<file path="config.mk">
export PLATFORM = sky130hd
export DESIGN_NAME = thermevt_ctrl
export DESIGN_NICKNAME = d
export VERILOG_FILES = /design/src/rtl/thermevt_pkg.sv /design/src/rtl/thermevt_detect.sv /design/src/rtl/thermevt_cfg.sv /design/src/rtl/thermevt_flag.sv /design/src/rtl/thermevt_ctrl.sv
export SDC_FILE = /design/constraint.sdc
export NUM_CORES = 1
export LEC_CHECK = 0
export CORE_ASPECT_RATIO = 2
export CORE_MARGIN = 2
export CORE_UTILIZATION = 37
export CTS_CLUSTER_SIZE = 28
export DETAILED_ROUTE_END_ITERATION = 12
export PLACE_DENSITY = 0.81
export SYNTH_ARGS = -nofsm -noshare
export SYNTH_HDL_FRONTEND = slang
export SYNTH_SLANG_ARGS = --single-unit
</file>
<file path="constraint.sdc">
create_clock -name clk -period 2.82 [get_ports clk]
set_input_delay 0.705 -clock clk [delete_from_list [all_inputs] [get_ports clk]]
set_output_delay 0.705 -clock clk [all_outputs]
set_load 0.01 [all_outputs]
</file>
<file path="src/rtl/thermevt_pkg.sv">
package thermevt_pkg;

    localparam int REG_W    = 16;
    localparam int CFG_ADDR = 1;

    localparam int B_MODE   = 0;
    localparam int B_POL    = 1;
    localparam int B_CRITO  = 2;
    localparam int B_OE     = 3;
    localparam int B_STAT   = 4;
    localparam int B_CLR    = 5;
    localparam int B_ALOCK  = 6;
    localparam int B_CLOCK  = 7;
    localparam int USED_W   = 8;

    typedef enum logic {
        EVT_FOLLOW = 1'b0,
        EVT_LATCH  = 1'b1
    } evt_mode_e;

    typedef struct packed {
        logic      crit_lock;
        logic      alarm_lock;
        logic      out_en;
        logic      crit_only;
        logic      pol_high;
        evt_mode_e mode;
    } cfg_t;

    function automatic logic pin_level(input logic active, input logic pol_high);
        if (active) return pol_high;
        return ~pol_high;
    endfunction

endpackage

</file>
<file path="src/rtl/thermevt_detect.sv">
module thermevt_detect
    import thermevt_pkg::*;
#(
    parameter int TEMP_W = 13
) (
    input  logic signed [TEMP_W-1:0] temp_i,
    input  logic signed [TEMP_W-1:0] upper_lim_i,
    input  logic signed [TEMP_W-1:0] lower_lim_i,
    input  logic signed [TEMP_W-1:0] crit_lim_i,
    input  logic                     crit_only_i,
    output logic                     window_o,
    output logic                     crit_o,
    output logic                     cond_o
);

    always_comb begin
        window_o = (temp_i > upper_lim_i) || (temp_i < lower_lim_i);
        crit_o   = (temp_i >= crit_lim_i);
        cond_o   = crit_o || (window_o && !crit_only_i);
    end

endmodule

</file>
<file path="src/rtl/thermevt_cfg.sv">
module thermevt_cfg
    import thermevt_pkg::*;
#(
    parameter int ADDR_W = 4
) (
    input  logic              clk,
    input  logic              rst,
    input  logic              wr_en_i,
    input  logic [ADDR_W-1:0] addr_i,
    input  logic [USED_W-1:0] wdata_i,
    output cfg_t              cfg_o,
    output logic              clr_cmd_o
);

    localparam logic [ADDR_W-1:0] HIT_ADDR = ADDR_W'(CFG_ADDR);

    cfg_t cfg_q;
    logic wr_hit;
    logic locked;

    assign wr_hit = wr_en_i && (addr_i == HIT_ADDR);
    assign locked = cfg_q.alarm_lock || cfg_q.crit_lock;

    always_ff @(posedge clk) begin
        if (rst) begin
            cfg_q <= '0;
        end else if (wr_hit) begin
            if (!locked) begin
                cfg_q.mode     <= evt_mode_e'(wdata_i[B_MODE]);
                cfg_q.pol_high <= wdata_i[B_POL];
            end
            cfg_q.crit_only  <= wdata_i[B_CRITO];
            cfg_q.out_en     <= wdata_i[B_OE];
            cfg_q.alarm_lock <= cfg_q.alarm_lock | wdata_i[B_ALOCK];
            cfg_q.crit_lock  <= cfg_q.crit_lock  | wdata_i[B_CLOCK];
        end
    end

    assign cfg_o     = cfg_q;
    assign clr_cmd_o = wr_hit && wdata_i[B_CLR] && (cfg_q.mode == EVT_LATCH);

endmodule

</file>
<file path="src/rtl/thermevt_flag.sv">
module thermevt_flag
    import thermevt_pkg::*;
(
    input  logic      clk,
    input  logic      rst,
    input  evt_mode_e mode_i,
    input  logic      cond_i,
    input  logic      clr_i,
    input  logic      out_en_i,
    input  logic      pol_high_i,
    output logic      flag_o,
    output logic      status_o,
    output logic      event_o
);

    logic flag_q;

    always_ff @(posedge clk) begin
        if (rst) begin
            flag_q <= 1'b0;
        end else begin
            case (mode_i)
                EVT_LATCH:  flag_q <= clr_i ? 1'b0 : (flag_q | cond_i);
                default:    flag_q <= cond_i;
            endcase
        end
    end

    assign flag_o   = flag_q;
    assign status_o = flag_q && out_en_i;
    assign event_o  = pin_level(status_o, pol_high_i);

endmodule

</file>
<file path="src/rtl/thermevt_ctrl.sv">
module thermevt_ctrl
    import thermevt_pkg::*;
#(
    parameter int TEMP_W = 13,
    parameter int ADDR_W = 4
) (
    input  logic                     clk,
    input  logic                     rst,
    input  logic signed [TEMP_W-1:0] temp_i,
    input  logic signed [TEMP_W-1:0] upper_lim_i,
    input  logic signed [TEMP_W-1:0] lower_lim_i,
    input  logic signed [TEMP_W-1:0] crit_lim_i,
    input  logic                     wr_en_i,
    input  logic [ADDR_W-1:0]        addr_i,
    input  logic [REG_W-1:0]         wdata_i,
    output logic [REG_W-1:0]         rdata_o,
    output logic                     event_o
);

    localparam logic [ADDR_W-1:0] RD_ADDR = ADDR_W'(CFG_ADDR);

    cfg_t             cfg_q;
    logic             clr_cmd;
    logic             window_hit;
    logic             crit_hit;
    logic             cond;
    logic             flag_q;
    logic             status;
    logic [REG_W-1:0] reg_word;

    thermevt_detect #(.TEMP_W(TEMP_W)) u_detect (
        .temp_i      (temp_i),
        .upper_lim_i (upper_lim_i),
        .lower_lim_i (lower_lim_i),
        .crit_lim_i  (crit_lim_i),
        .crit_only_i (cfg_q.crit_only),
        .window_o    (window_hit),
        .crit_o      (crit_hit),
        .cond_o      (cond)
    );

    thermevt_cfg #(.ADDR_W(ADDR_W)) u_cfg (
        .clk       (clk),
        .rst       (rst),
        .wr_en_i   (wr_en_i),
        .addr_i    (addr_i),
        .wdata_i   (wdata_i[USED_W-1:0]),
        .cfg_o     (cfg_q),
        .clr_cmd_o (clr_cmd)
    );

    thermevt_flag u_flag (
        .clk        (clk),
        .rst        (rst),
        .mode_i     (cfg_q.mode),
        .cond_i     (cond),
        .clr_i      (clr_cmd),
        .out_en_i   (cfg_q.out_en),
        .pol_high_i (cfg_q.pol_high),
        .flag_o     (flag_q),
        .status_o   (status),
        .event_o    (event_o)
    );

    always_comb begin
        reg_word          = '0;
        reg_word[B_MODE]  = (cfg_q.mode == EVT_LATCH);
        reg_word[B_POL]   = cfg_q.pol_high;
        reg_word[B_CRITO] = cfg_q.crit_only;
        reg_word[B_OE]    = cfg_q.out_en;
        reg_word[B_STAT]  = status;
        reg_word[B_ALOCK] = cfg_q.alarm_lock;
        reg_word[B_CLOCK] = cfg_q.crit_lock;
    end

    assign rdata_o = (addr_i == RD_ADDR) ? reg_word : '0;

endmodule

</file>
==> run metrics <==
Net Switching 154 uW; Antenna Diode Count 0; sequential power share 20.0%; DR DRC count 0; post-synthesis instance area between 1000 and 1500 um^2; Post-DRT Antenna Nets 0; vias per cell ~4.7; H-tree depth 1; Clock Power Share around 27%; CTS clock-pin slew for the worst setup and hold paths 0.04 ns; number of flops mapped to enable cells by yosys 0; YS warnings 0; average size of a mapped cell 7.70 um^2; Layout area overhead 66.6%; Tcrit/Tclk final between 90% and 100%; placed cell areas 2310 um^2; via count roughly 1500; R2R depth 6; mux contribution to synthesized area 4.77%; startpoint types primary input; Synth Area in XOR/XNOR less than 1%; GRT Total Usage 18.8%; adder-cell share of the synthesized area ~34%; status finished clean; Die ar. roughly 4400 um^2; Most used DFF post-synth dfxtp_1; dpl hpwl approximately 3500 um; num ports 92; vias in the first global route approximately 1600; fin nets about 390; Die W 47.8 um; WS Path Type primary input to primary output; R2R Path Start u_cfg.cfg_o[0]$_SDFFE_PP0P_; top-area cell type share of the netlist area around a third; Initial Utilization ~39%; final instance area approximately 2400 um^2; clock tree sinks 7; R2R setup slack approximately 1.7 ns; sw frac about 29%; Seq cells post-synth 7; Root Buffer clkbuf_8; first-pass GRT wire length around 6200 um; Hold Fails Final Rpt 0; Hold EP u_cfg.cfg_o[5]$_SDFFE_PP0P_; clk buf depth 2; HP Start u_cfg.cfg_o[5]$_SDFFE_PP0P_; die height ~92 um; routability cong. 0.753; initial DRC count 17; share of cells above drive strength 1 around an eighth; CTS tree done; hold path cells 2; R2R Path End u_flag.flag_o$_SDFF_PP0_; Synth area leaders ha_1 34%, inv_1 11%, dfxtp_1 9.9%; pin count of the biggest net entering global routing 8; Simple-Gate Fraction of Synth Area ~17%; RSZ-0062 raised after global routing no; Inserted Clock Buffers 3; main combinational cell family by area after synthesis adder cells; Fin Clk Skew roughly 0.00039 ns; Synth cell types 35; Finish-stage setup viols 0; Synth Instances 184; Seq/Total Area, Yosys 9.89%; Worst-Skew Late Latency around 0.23 ns; P per Cell Area 221 nW/um^2; FMAX between 300 and 400 MHz; HP Class flop to flop; average routed wire per standard cell between 10 and 15 um; First-pass DRT Iterations 4; asr flop ratio synth 0%; leading area contributor after synthesis ha_1; max cap viols 0; fin. max-slew vios 0; Synth Area in Compound Gates between 10% and 20%; largest fanout on the critical path 7; CP arrival 2.04 ns; Internal Dissipation 368 uW; hold_ws a little over 0.5 ns; FP Rows 31; initial antenna violation count 0; Final min period roughly 2.7 ns; IO Port Bufs between 70 and 80; maximum vdd drop about 0.21 mV; critical path endpoint category primary output; logic gate share of total power between 50% and 60%; P_leak 0.00124 uW; Core Region 3650 um^2; total global routing overflow 0; drt total wl approximately 3900 um; CP Data Required Time 2.12 ns
==> registers in the layout (all words and copies together) (netlist names) <==
| name | count |
|---|---|
| u_cfg.cfg_o | 6 |
| u_flag.flag_o | 1 |
==> stage by stage <==
stage	setup TNS [ns]	setup WS [ns]	instances	utilization (%)	power, uW
after floorplan	0	0.481	192	-	236
after global placement	-0.869	-0.135	323	63.3	372
after detailed placement	-0.819	-0.125	323	63.3	381
after CTS	0	0.0452	328	64.5	526
after global routing	0	0.00406	328	64.7	561
final	0	0.0733	328	64.7	522
==> layout by cell type (no fill, tap or decap), types with 2 or more instances in the layout <==
master           count
and2_1               7
a21o_1               5
a21oi_1             15
nand2_1              9
nand3_1              3
mux2i_1              3
clkdlybuf4s50_1     66
buf_4               20
clkbuf_8             3
a2111oi_0            2
conb_1               9
clkdlybuf4s15_1      2
o21ai_0              5
o2111ai_1            2
dfxtp_1              7
ha_1                38
dlygate4sd2_1        5
a211oi_2             2
inv_1               40
nand4_1              3
nor2_1              15
==> worst max-delay path by stage <==
stage | cells after the start | startpoint | slack, ns | end
after CTS | 6 | addr_i[3] | 0.05 | rdata_o[4]
after detailed placement | 9 | upper_lim_i[7] | -0.12 | u_flag.flag_o$_SDFF_PP0_
after floorplan | 8 | upper_lim_i[12] | 0.48 | u_flag.flag_o$_SDFF_PP0_
after global placement | 12 | upper_lim_i[8] | -0.13 | u_flag.flag_o$_SDFF_PP0_
final | 6 | addr_i[3] | 0.07 | rdata_o[6]
after global routing | 6 | addr_i[3] | 0.004 | rdata_o[0]
==> repair_timing <==
action	4_1_cts	5_1_grt
buffers inserted	1	0
setup endpoints to repair	7	3
gates resized for setup	7	3
hold buffers	0	0
==> layout make-up <==
cell class	instances	area (um^2)
fill	328	1290
multi-input combinational	135	1090
timing repair buffer	93	875
inverter	40	150
sequential	7	140
tap	49	61.3
clock buffer	4	45.0
==> cells by family after synthesis <==
| logic type | Yosys count |
|---|---|
| xor gates and xnor gates | 1 |
| AOI/OAI and AO/OA | 38 |
| muxes | 5 |
| adders and majority gates | 38 |
| and+or+nand+nor | 44 |
| other | 1 |
| buffers and inverters | 50 |
| DFF | 7 |
==> worst max-delay path, cell delays in order <==
cell	delay (ns)
clkdlybuf4s50_1	0.41
nor4b_2	0.26
buf_4	0.15
buf_4	0.13
and2_1	0.12
dlygate4sd2_1	0.26
==> power groups by stage <==
stage	clock network (uW)	logic [uW]	registers [uW]
detailed placement	0	275	106
global route	147	309	104
finish	141	276	104
global placement	0	266	106
floorplan	0	131	105
CTS	145	277	104
==> routing by layer <==
layer  GRT usage [%]  routed length [um]
met5               0                   0
met4            4.28                  23
met3           0.994                 165
met2            39.6                2420
met1            16.4                1290
==> cells in the mapped netlist, drive strengths merged, types with 4 or more instances <==
cell type,number
a21o,5
mux2i,4
nand2,10
dfxtp,7
a21oi,15
ha,38
inv,40
o21ai,5
buf,10
and2,7
nor2,15
No activity file was read; power rests on OpenSTA's default activity.
